==> src/rtl/smt_pkg.sv <==
package smt_pkg;
   localparam logic [3:0] DEV_CODE   = 4'b1010;
   localparam int         BYTE_BITS  = 8;
   localparam int         SEL_W      = 2;

   typedef enum logic [2:0] {
      ST_IDLE,
      ST_CTRL,
      ST_AHI,
      ST_ALO,
      ST_WDAT,
      ST_TX,
      ST_SKIP
   } seq_st_t;
endpackage

==> src/rtl/smt_line_filter.sv <==
module smt_line_filter #(
   parameter int SYNC_STAGES = 2,
   parameter int FILT_CLKS   = 6
) (
   input  logic clk,
   input  logic rst_n,
   input  logic line_i,
   output logic line_o
);
   localparam int CW = $clog2(FILT_CLKS + 1);

   logic [SYNC_STAGES-1:0] sync_q;
   logic [CW-1:0]          run_q;
   logic                   sync_last;

   assign sync_last = sync_q[SYNC_STAGES-1];

   always_ff @(posedge clk or negedge rst_n) begin
      if (!rst_n) begin
         sync_q <= '1;
         run_q  <= '0;
         line_o <= 1'b1;
      end else begin
         sync_q <= {sync_q[SYNC_STAGES-2:0], line_i};
         if (sync_last != line_o) begin
            if (run_q == CW'(FILT_CLKS - 1)) begin
               line_o <= sync_last;
               run_q  <= '0;
            end else begin
               run_q <= run_q + 1'b1;
            end
         end else begin
            run_q <= '0;
         end
      end
   end

   // the filtered line only takes a value the synchronised line held
   a_r9_filter_follows: assert property (@(posedge clk) disable iff (!rst_n)
      !$stable(line_o) |-> $past(sync_last) == line_o)
      else $error("filtered line took a value the input did not hold");
endmodule

==> src/rtl/smt_bus_events.sv <==
module smt_bus_events (
   input  logic clk,
   input  logic rst_n,
   input  logic scl_f,
   input  logic sda_f,
   output logic scl_rise,
   output logic scl_fall,
   output logic start_ev,
   output logic stop_ev
);
   logic scl_q, sda_q;

   always_ff @(posedge clk or negedge rst_n) begin
      if (!rst_n) begin
         scl_q <= 1'b1;
         sda_q <= 1'b1;
      end else begin
         scl_q <= scl_f;
         sda_q <= sda_f;
      end
   end

   assign scl_rise = scl_f & ~scl_q;
   assign scl_fall = ~scl_f & scl_q;
   assign start_ev = scl_f & scl_q & sda_q & ~sda_f;
   assign stop_ev  = scl_f & scl_q & ~sda_q & sda_f;

   // start and stop never fire together
   a_r1_cond_exclusive: assert property (@(posedge clk) disable iff (!rst_n)
      !(start_ev && stop_ev))
      else $error("start and stop seen in one cycle");
endmodule

==> src/rtl/smt_drive_hold.sv <==
module smt_drive_hold #(
   parameter int HOLD_CLKS = 30
) (
   input  logic clk,
   input  logic rst_n,
   input  logic want_low,
   input  logic scl_fall,
   input  logic scl_hi,
   input  logic rel_now,
   output logic sda_oe
);
   localparam int CW = $clog2(HOLD_CLKS + 1);

   logic [CW-1:0] wait_q;

   always_ff @(posedge clk or negedge rst_n) begin
      if (!rst_n) begin
         wait_q <= '0;
         sda_oe <= 1'b0;
      end else begin
         if (scl_fall)
            wait_q <= CW'(HOLD_CLKS);
         else if (wait_q != '0)
            wait_q <= wait_q - 1'b1;

         if (rel_now)
            sda_oe <= 1'b0;
         else if (wait_q == '0 && !scl_hi && !scl_fall)
            sda_oe <= want_low;
      end
   end

   // a start or stop releases the line on the next cycle
   a_r1_release_on_cond: assert property (@(posedge clk) disable iff (!rst_n)
      rel_now |=> !sda_oe)
      else $error("line still driven after start/stop");
   // the drive does not move right after a clock fall
   a_r8_quiet_after_fall: assert property (@(posedge clk) disable iff (!rst_n)
      (scl_fall && !rel_now) |=> $stable(sda_oe))
      else $error("drive changed right after clock fall");
   // the drive is only taken while the clock is low
   a_r8_take_low_only: assert property (@(posedge clk) disable iff (!rst_n)
      $rose(sda_oe) |-> !$past(scl_hi))
      else $error("drive asserted with clock high");
endmodule

==> src/rtl/smt_byte_seq.sv <==
module smt_byte_seq
   import smt_pkg::*;
(
   input  logic             clk,
   input  logic             rst_n,
   input  logic             scl_rise,
   input  logic             scl_fall,
   input  logic             start_ev,
   input  logic             stop_ev,
   input  logic             sda_f,
   input  logic [SEL_W-1:0] strap_sel,
   input  logic             strap_fix,
   input  logic             busy_i,
   input  logic [7:0]       rd_data_i,
   output logic             want_low,
   output logic             ctl_stb,
   output logic             addr_hi_stb,
   output logic             addr_lo_stb,
   output logic             wr_data_stb,
   output logic             rd_adv_stb,
   output logic             wr_go_stb,
   output logic [7:0]       rx_byte_o
);
   seq_st_t    st_q;
   logic [3:0] bitn_q;
   logic [7:0] rx_sh_q;
   logic [6:0] tx_sh_q;
   logic       rd_cmd_q, m_ack_q, wrote_q;
   logic       ctl_match;

   assign ctl_match = (rx_sh_q[7:4] == DEV_CODE) && (rx_sh_q[2:1] == strap_sel)
                      && strap_fix && !busy_i;

   always_ff @(posedge clk or negedge rst_n) begin
      if (!rst_n) begin
         st_q <= ST_IDLE;   bitn_q <= '0;      rx_sh_q <= '0;   tx_sh_q <= '0;
         rd_cmd_q <= 1'b0;  m_ack_q <= 1'b0;   wrote_q <= 1'b0; want_low <= 1'b0;
         ctl_stb <= 1'b0;   addr_hi_stb <= 1'b0; addr_lo_stb <= 1'b0;
         wr_data_stb <= 1'b0; rd_adv_stb <= 1'b0; wr_go_stb <= 1'b0; rx_byte_o <= '0;
      end else begin
         ctl_stb <= 1'b0; addr_hi_stb <= 1'b0; addr_lo_stb <= 1'b0;
         wr_data_stb <= 1'b0; rd_adv_stb <= 1'b0; wr_go_stb <= 1'b0;
         if (start_ev) begin
            st_q <= ST_CTRL;  bitn_q <= '0;  want_low <= 1'b0;  wrote_q <= 1'b0;
         end else if (stop_ev) begin
            st_q <= ST_IDLE;  bitn_q <= '0;  want_low <= 1'b0;
            wr_go_stb <= wrote_q;  wrote_q <= 1'b0;
         end else if (st_q != ST_IDLE && st_q != ST_SKIP) begin
            if (scl_rise) begin
               bitn_q <= bitn_q + 4'd1;
               if (bitn_q < 4'd8) rx_sh_q <= {rx_sh_q[6:0], sda_f};
               else               m_ack_q <= !sda_f;
            end else if (scl_fall) begin
               if (bitn_q == 4'd8) begin
                  if (st_q == ST_TX) begin
                     want_low <= 1'b0;
                  end else begin
                     rx_byte_o <= rx_sh_q;
                     unique case (st_q)
                        ST_CTRL: if (ctl_match) begin
                                    want_low <= 1'b1; ctl_stb <= 1'b1; rd_cmd_q <= rx_sh_q[0];
                                 end else begin
                                    st_q <= ST_SKIP;
                                 end
                        ST_AHI:  begin want_low <= 1'b1; addr_hi_stb <= 1'b1; end
                        ST_ALO:  begin want_low <= 1'b1; addr_lo_stb <= 1'b1; end
                        default: begin want_low <= 1'b1; wr_data_stb <= 1'b1; wrote_q <= 1'b1; end
                     endcase
                  end
               end else if (bitn_q == 4'd9) begin
                  bitn_q <= '0;
                  if ((st_q == ST_CTRL && rd_cmd_q) || (st_q == ST_TX && m_ack_q)) begin
                     st_q <= ST_TX;  tx_sh_q <= rd_data_i[6:0];
                     want_low <= !rd_data_i[7];  rd_adv_stb <= 1'b1;
                  end else begin
                     want_low <= 1'b0;
                     unique case (st_q)
                        ST_CTRL: st_q <= ST_AHI;
                        ST_AHI:  st_q <= ST_ALO;
                        ST_ALO:  st_q <= ST_WDAT;
                        ST_TX:   st_q <= ST_SKIP;
                        default: st_q <= ST_WDAT;
                     endcase
                  end
               end else if (st_q == ST_TX && bitn_q != 4'd0) begin
                  tx_sh_q  <= {tx_sh_q[5:0], 1'b0};
                  want_low <= !tx_sh_q[6];
               end
            end
         end
      end
   end

   // no control byte is accepted while a write cycle runs
   a_r4_busy_silent: assert property (@(posedge clk) disable iff (!rst_n)
      ctl_stb |-> !$past(busy_i))
      else $error("control byte accepted while busy");
   // no control byte is accepted without the fixed strap
   a_r3_fixed_strap: assert property (@(posedge clk) disable iff (!rst_n)
      ctl_stb |-> $past(strap_fix))
      else $error("control byte accepted with fixed strap low");
   // an accepted control byte carries the code and strap select
   a_r2_ctl_fields: assert property (@(posedge clk) disable iff (!rst_n)
      ctl_stb |-> (rx_byte_o[7:4] == DEV_CODE && rx_byte_o[2:1] == $past(strap_sel)))
      else $error("control byte accepted with wrong fields");
   // byte strobes are mutually exclusive
   a_r5_one_strobe: assert property (@(posedge clk) disable iff (!rst_n)
      $onehot0({ctl_stb, addr_hi_stb, addr_lo_stb, wr_data_stb, rd_adv_stb}))
      else $error("several byte strobes at once");
   // a start or stop withdraws the drive request
   a_r1_cond_clears: assert property (@(posedge clk) disable iff (!rst_n)
      (start_ev || stop_ev) |=> !want_low)
      else $error("drive request kept over start/stop");
endmodule

==> src/rtl/serial_mem_target.sv <==
module serial_mem_target
   import smt_pkg::*;
#(
   parameter int SYNC_STAGES = 2,
   parameter int FILT_CLKS   = 6,
   parameter int HOLD_CLKS   = 30
) (
   input  logic             clk,
   input  logic             rst_n,
   input  logic             scl_i,
   input  logic             sda_i,
   output logic             sda_oe,
   input  logic [SEL_W-1:0] strap_sel,
   input  logic             strap_fix,
   input  logic             busy_i,
   input  logic [7:0]       rd_data_i,
   output logic             ctl_stb,
   output logic             addr_hi_stb,
   output logic             addr_lo_stb,
   output logic             wr_data_stb,
   output logic             rd_adv_stb,
   output logic             wr_go_stb,
   output logic [7:0]       rx_byte_o
);
   localparam int N_LINES = 2;
   localparam int L_SCL   = 0;
   localparam int L_SDA   = 1;

   if (SYNC_STAGES < 2) begin : g_bad_sync
      $error("SYNC_STAGES must be at least 2");
   end
   if (FILT_CLKS < 1) begin : g_bad_filt
      $error("FILT_CLKS must be at least 1");
   end
   if (HOLD_CLKS < 1) begin : g_bad_hold
      $error("HOLD_CLKS must be at least 1");
   end

   logic [N_LINES-1:0] raw, filt;
   logic scl_rise, scl_fall, start_ev, stop_ev, want_low;

   assign raw[L_SCL] = scl_i;
   assign raw[L_SDA] = sda_i;

   for (genvar g = 0; g < N_LINES; g++) begin : g_line
      smt_line_filter #(.SYNC_STAGES(SYNC_STAGES), .FILT_CLKS(FILT_CLKS)) u_filt (
         .clk(clk), .rst_n(rst_n), .line_i(raw[g]), .line_o(filt[g]));
   end

   smt_bus_events u_ev (
      .clk(clk), .rst_n(rst_n), .scl_f(filt[L_SCL]), .sda_f(filt[L_SDA]),
      .scl_rise(scl_rise), .scl_fall(scl_fall), .start_ev(start_ev), .stop_ev(stop_ev));

   smt_byte_seq u_seq (
      .clk(clk), .rst_n(rst_n), .scl_rise(scl_rise), .scl_fall(scl_fall),
      .start_ev(start_ev), .stop_ev(stop_ev), .sda_f(filt[L_SDA]),
      .strap_sel(strap_sel), .strap_fix(strap_fix), .busy_i(busy_i), .rd_data_i(rd_data_i),
      .want_low(want_low), .ctl_stb(ctl_stb), .addr_hi_stb(addr_hi_stb),
      .addr_lo_stb(addr_lo_stb), .wr_data_stb(wr_data_stb), .rd_adv_stb(rd_adv_stb),
      .wr_go_stb(wr_go_stb), .rx_byte_o(rx_byte_o));

   smt_drive_hold #(.HOLD_CLKS(HOLD_CLKS)) u_hold (
      .clk(clk), .rst_n(rst_n), .want_low(want_low), .scl_fall(scl_fall),
      .scl_hi(filt[L_SCL]), .rel_now(start_ev | stop_ev), .sda_oe(sda_oe));

   // the write-cycle request only comes with a stop
   a_r10_go_at_stop: assert property (@(posedge clk) disable iff (!rst_n)
      wr_go_stb |-> $past(stop_ev))
      else $error("write request without stop");
endmodule

==> config.mk <==
export PLATFORM = sky130hd
export DESIGN_NAME = serial_mem_target
export DESIGN_NICKNAME = d
export VERILOG_FILES = /design/src/rtl/smt_pkg.sv /design/src/rtl/smt_line_filter.sv /design/src/rtl/smt_bus_events.sv /design/src/rtl/smt_drive_hold.sv /design/src/rtl/smt_byte_seq.sv /design/src/rtl/serial_mem_target.sv
export SDC_FILE = /design/constraint.sdc
export NUM_CORES = 1
export LEC_CHECK = 0
export ABC_AREA = 1
export BUFFER_PORTS_ARGS = -buffer_cell sky130_fd_sc_hd__buf_2
export CORE_MARGIN = 1.5
export CORE_UTILIZATION = 55
export DETAILED_ROUTE_END_ITERATION = 8
export PLACE_DENSITY = 0.87
export SLEW_MARGIN = 20
export SYNTH_ARGS = -nofsm -noshare
export SYNTH_HDL_FRONTEND = slang
export SYNTH_SLANG_ARGS = --single-unit
==> constraint.sdc <==
create_clock -name clk -period 1.8 [get_ports clk]
set_input_delay 0.09 -clock clk [delete_from_list [all_inputs] [get_ports clk]]
set_output_delay 0.09 -clock clk [all_outputs]
set_load 0.1 [all_outputs]
Yosys cells after proc, flatten, opt, wreduce, memory -nomap -nowiden
Index checks and enable logic that the tools add are counted.
Widths: inputs -> output; s select.
- reduce and logical (&&, ||, !) cells: 42
- add/sub/neg operators: 4
- bitwise gates (word level): 18
- mux-type cells: 93
- equality and inequality tests: 22
- $lt $le $gt $ge: 1
- operators with widths (operator ; number):
    $mux 1 ; 65
    $mux 3 ; 15
    $mux 4 ; 7
    $mux 7 ; 3
    $ne 4x4->1 const B ; 4
    $reduce_bool 4->1 ; 4
    $reduce_and 5->1 ; 3
    $reduce_and 7->1 ; 2
    $eq 4x4->1 const B ; 3
    $reduce_bool 3->1 ; 4
    $mux 5 ; 2
    $not 1->1 ; 10
    $reduce_bool 5->1 ; 2
    $eq 3x3->1 const B ; 3
    $logic_and 1x1->1 ; 9
    $pmux 3 s3 ; 1
    $reduce_and 9->1 ; 1
    $reduce_and 8->1 ; 1
    $and 1x1->1 ; 7
    $add 3x1->3 const B ; 2
    $eq 3x2->1 const B ; 2
    $logic_not 1->1 ; 6
    $ne 3x1->1 const B ; 2
    $ne 3x3->1 const B ; 2
    16 further kinds ; 20
- output and inout bits: 15
- word-level logic and storage cells: 205
- input bits: 16
- register bits after elaboration: 60

Depth between registers and ports, before layout
- word-level depth: 13
- depth in mapped cells: 11
- mapped depth without buffers: 11

Modules after synthesis
Synthesis repeated with hierarchy kept, for this count alone.
- cells, all modules: 374
- area total of the unflattened synthesis: 3030.4 sq um
- by module, submodules not included (module ; area an instance (sq um) ; sequential area each (sq um) ; instances ; cells an instance):
    smt_byte_seq ; 2139.6 ; 1001.0 ; 1 ; 267
    smt_line_filter ; 234.0 ; 153.9 ; 2 ; 25
    smt_drive_hold ; 317.8 ; 150.1 ; 1 ; 41
    smt_bus_events ; 93.8 ; 52.6 ; 1 ; 13
    serial_mem_target ; 11.3 ; 0.0 ; 1 ; 3

Least setup slack after synthesis
Ideal clock, no wire load.
- path type: register to register
- start: register g_line[0].u_filt.line_o
- end: register u_seq.rx_byte_o[6]
- buffers on the path: 1
- arrival time: 1.563 ns
- period minus slack after synthesis: 1.637 ns
- data required time: 1.726 ns
- stages on the path, launching flop included: 11
- path slack: 0.163 ns
- setup time: 0.074 ns
- cell sequence: dfstp_2 -> ha_1 -> nand3_2 -> nand2_4 -> inv_4 -> nand2_4 -> nor2_4 -> nand2_4 -> buf_6 -> nand2_2 -> o21ai_2
- longest elaborated chain between the ends: 5
- elaborated cells on any way between the ends: 12
- classes of those cells: bitwise (11); reduce/logical (1)
- RTL lines (item ; line ; RTL):
    start, declared ; smt_line_filter.sv:8 ; output logic line_o
    start signal, assigned ; smt_line_filter.sv:27 ; line_o <= sync_last;
    $and 1x1->1 ; smt_bus_events.sv:25, smt_bus_events.sv:26 ;
    $and 1x1->1, on equally long branches (2 in a row) ; smt_bus_events.sv:26, smt_bus_events.sv:25 ;
    $not 1->1 (no source line) ; -- ;
    $reduce_and 7->1 (no source line) (*) ; -- ;
    end signal, assigned ; smt_byte_seq.sv:58 ; rx_byte_o <= rx_sh_q;
    end, declared ; smt_byte_seq.sv:22 ; output logic [7:0] rx_byte_o
Mark *: on every way between the ends. The rest lies on a longest branch, timed or not.
A chain may end at the register's enable or synchronous reset.

Worst setup path in the final report
- start: register g_line[0].u_filt.line_o
- end: register u_seq.st_q[0]
- longest elaborated chain between the ends: 5
- elaborated cells on any way between the ends: 18
- classes of those cells: eq/ne (4); mux (2); bitwise (8); reduce/logical (4)
- RTL lines (item ; line ; RTL):
    $and 1x1->1 ; smt_bus_events.sv:25, smt_bus_events.sv:26 ;
    $and 1x1->1, on equally long branches (2 in a row) ; smt_bus_events.sv:25, smt_bus_events.sv:26 ;
    $ne 4x4->1 (no source line) (tied with other cells) ; -- ;
    $reduce_and 7->1 (no source line) / $mux 3 (equally long branches) ; -- ;
    end signal, assigned ; smt_byte_seq.sv:36 ; st_q <= ST_IDLE; bitn_q <= '0; rx_sh_q <= '0; tx_sh_q <= '0;
    end signal, assigned ; smt_byte_seq.sv:44 ; st_q <= ST_CTRL; bitn_q <= '0; want_low <= 1'b0; wrote_q <= 1'b0;
    end signal, assigned ; smt_byte_seq.sv:46 ; st_q <= ST_IDLE; bitn_q <= '0; want_low <= 1'b0;
    end, declared ; smt_byte_seq.sv:24 ; seq_st_t st_q;
Several ways; a longest one is shown, not always the timed one.

==> metrics.md <==
| Metric | Value |
|---|---|
| Fin. max-slew vios | `0` |
| Sink Count | `60` |
| Fmax | `a little under 0.6 GHz` |
| First-pass GRT wire length | `between 10000 and 15000 um` |
| Final cell count without fillers | `just under 500` |
| Syn_nets | `a little under 400` |
| Nets@finish | `442` |
| Synthesized area per cell | `~8.3 um^2` |
| Clock root buffer | `clkbuf_8` |
| Final worst slack | `80.1 ps` |
| H-Tree Depth | `3` |
| R2R Path End | `u_seq.st_q[0]$_DFFE_PN0P_` |
| CTS max path bufs | `2` |
| GRT Util Overall | `0.236` |
| CTS tree | `yes` |
| CP startpoint kind | `flop` |
| Power Density | `1040 mW/mm^2` |
| Placed insts | `roughly 460` |
| Vias in the first global route | `roughly 2400` |
| Total CTS buffers | `9` |
| R2r startpoint | `g_line[0].u_filt.line_o$_DFFE_PN1P_` |
| DIE WIDTH | `77.0 um` |
| Vias | `~2500` |
| Core box area | `roughly 0.0052 mm^2` |
| Multi-input gate area in the final layout | `0.00135 mm^2` |
| HP Start | `rd_data_i[0]` |
| Fin area | `about 0.0037 mm^2` |
| Synth-to-layout area growth | `22.2%` |
| Clk Latency, worst-skew pair | `340 ps` |
| Slowest cell on crit path | `dfstp_2` |
| CP Max Fanout | `9` |
| Clock Skews | `roughly 9.4 ps` |
| Die Area | `about 0.0059 mm^2` |
| Final setup fails | `0` |
| Total Power | `3830 uW` |
| Register area | `between 0.0015 and 0.002 mm^2` |
| Worst reg-to-reg path cell count | `10` |
| # IOs | `31` |
| Leakage Power | `0.00188 uW` |
| Drt drc | `0` |
| CP Capture Type | `flop` |
| Initial antenna violation count | `0` |
| Crit-path max cell delay | `around 600 ps` |
| Post-route minimum period | `1720 ps` |
| CP arrival | `slightly below 2000 ps` |
| Count of warnings emitted by yosys | `0` |
| Sequential fraction of the synthesis area | `0.502` |
| RSZ-0062 raised after global routing | `yes` |
| Register bit total from synthesis | `60` |
| WHS Path Cells | `4` |
| Filler Cells Inserted | `between 400 and 500` |
| Port buffer count | `30` |
| Max VDD drop | `0.000794 V` |
| Synthesized area | `between 0.003 and 0.004 mm^2` |
| Max capacitance violation total | `0` |
| Flop2flop setup slack | `80 ps` |
| CP Cell Sequence | `ha_4, nand3_4, nand2_4, inv_4, nand2_1, nand2_1, nor2_4, nand2_2, nand2_1, nand2_1` |
| Worst-margin pin slew | `531 ps` |
| DR vias/cell | `just over 5` |
| GRT overflow | `0` |
| Cell area after placement | `~0.0033 mm^2` |
| Setup CP Type | `reg2reg` |
| Fin Setup TNS | `0 ps` |
| Number of antenna repair diodes | `0` |
| Die H | `about 77 um` |
| Synth Instances | `around 360` |
| Layout cells sized above 1 | `0.267` |
| Final hold violation count | `0` |
| Final worst-path cycle share | `0.955` |
| Dpl ws | `-3.89 ps` |
| Iteration-0 DRC Markers | `276` |
| Wire per inst | `13.1 um` |
| Hold Crit Class | `in2reg` |
| Clock-pin slew on the worst setup and hold paths | `approximately 60 ps` |
| CP Data Required Time | `2020 ps` |
| Final ANT Viol Nets | `0` |
| Pin count of the biggest net entering global routing | `39` |
| Status | `finished, final reports clean` |
| Worst Hold End | `u_seq.tx_sh_q[0]$_DFFE_PN0P_` |
| # rows | `26` |
| Detailed-route wire length | `about 6500 um` |
| Slew margin rel. | `0.646` |
| DRT Pass-1 Iters | `4` |
| Initial Util | `0.578` |
| Detailed placement HPWL | `around 4600 um` |
| Critical Path Most Common Cell | `nand2_1` |
| Yosys cell types | `33` |
| GP Congestion | `approximately 0.90` |
[cells in the final DEF, fill, tap and decap left out, types with 7 or more instances in the layout]
cell type	count
nand2_1	106
dfrtp_1	51
inv_1	39
nand3_1	30
buf_2	30
nor2_1	23
buf_4	15
o21ai_0	12
clkbuf_8	11
o21ai_1	10
inv_2	9
a21oi_1	8
dfstp_2	8
o21ai_2	7
[how the worst max path moves through the flow]
stage                     slack, ps  depth (start not counted)                              to                                start
after floorplan                 160                         10  u_seq.rx_byte_o[6]$_DFFE_PN0P_  g_line[0].u_filt.line_o$_DFFE_PN1P_
after global placement           80                         10    u_seq.tx_sh_q[3]$_DFFE_PN0P_          u_seq.bitn_q[0]$_DFFE_PN0P_
after detailed placement         -4                         10       u_seq.st_q[0]$_DFFE_PN0P_  g_line[0].u_filt.line_o$_DFFE_PN1P_
after CTS                         3                         10    u_seq.tx_sh_q[2]$_DFFE_PN0P_          u_seq.bitn_q[0]$_DFFE_PN0P_
after global routing            -20                         10       u_seq.st_q[0]$_DFFE_PN0P_  g_line[0].u_filt.line_o$_DFFE_PN1P_
final                            80                         10       u_seq.st_q[0]$_DFFE_PN0P_  g_line[0].u_filt.line_o$_DFFE_PN1P_
[power breakdown]
group	total [uW]	internal [uW]	leakage [uW]	switching (uW)
combinational	892	336	0.00103	556
clock	1220	716	0.0000959	507
sequential	1720	1560	0.000750	161
[critical path: cells and delay by family (launching register included)]
kind / cells / cell delay (ps)
buffers and inverters: 1 / 70
adders and majority gates: 1 / 190
DFF: 1 / 600
and+or+nand+nor: 8 / 760
[cell usage after synthesis]
cell type,n,area (um^2)
inv_4,1,6.26
o21ai_0,12,60.1
nand3_1,31,155
o21ai_2,7,61.3
nor2_2,2,12.5
nand2_2,4,25.0
mux2i_1,1,10.0
buf_2,3,15.0
dfstp_2,8,210
nand2_4,4,45.0
xnor2_1,3,26.3
or2_2,1,6.26
nand4_1,4,25.0
ha_1,8,100
o21ai_1,10,50.1
inv_1,39,146
nor3b_1,1,7.51
inv_2,9,33.8
nor3_1,4,20.0
dfrtp_1,52,1300
nor2_1,24,90.1
a21oi_1,8,40.0
buf_6,1,11.3
o211ai_1,1,7.51
and3_1,1,6.26
nand3b_1,1,7.51
nand2_1,107,402
o31ai_1,2,15.0
a31oi_1,1,6.26
nor2_4,5,56.3
a211oi_1,1,7.51
nand3_2,3,30.0
nor4_1,2,12.5
[kinds of logic (layout without fill, tap and decap cells)]
logic type | after synthesis | in the layout | share of synthesized area
buffers and inverters | 53 | 115 | 0.0707
adder cells (fa/ha/maj) | 8 | 8 | 0.0333
XOR/XNOR | 3 | 3 | 0.00873
AND/OR/NAND/NOR | 194 | 194 | 0.299
multiplexers | 1 | 1 | 0.00333
AO/OA/AOI/OAI | 42 | 42 | 0.0823
flip-flops | 60 | 60 | 0.502
[per-stage QoR]
stage / hold WS, ps / utilization
floorplan: -206 / -
global placement: 90.0 / 0.630
detailed placement: 92.9 / 0.630
CTS: 80.4 / 0.678
global route: 104 / 0.706
finish: 89.9 / 0.706
[registers in the layout (all words and copies together) (netlist names), 2 cells and up]
register              flops
u_seq.rx_sh_q             8
u_seq.tx_sh_q             7
u_seq.st_q                3
g_line.u_filt.line_o      2
u_seq.rx_byte_o           8
u_hold.wait_q             5
g_line.u_filt.sync_q      4
u_seq.bitn_q              4
g_line.u_filt.run_q       6
[cell type report]
cell class	instances	area share
timing repair buffer	50	0.0905
inverter	49	0.0507
multi-input combinational	248	0.368
clock inverter	3	0.0122
tap	70	0.0238
sequential	60	0.411
clock buffer	13	0.0432
[routing by layer]
metal	vias to the layer above	track usage	wire, um
li1	1270	-	-
met1	1191	0.316	2930
met2	65	0.376	3220
met3	12	0.0500	254
met4	0	0.0889	64
met5	-	0	0
[repair_timing]
action                                  in CTS  in global routing
pin swaps                                    1                  4
endpoints found under the hold margin       24                  0
buffers inserted                             2                  9
endpoints found under the setup margin       1                 31
hold buffers                                 3                  0
gates resized for setup                      0                 14
Note: power is estimated with default switching activity, not from simulation.
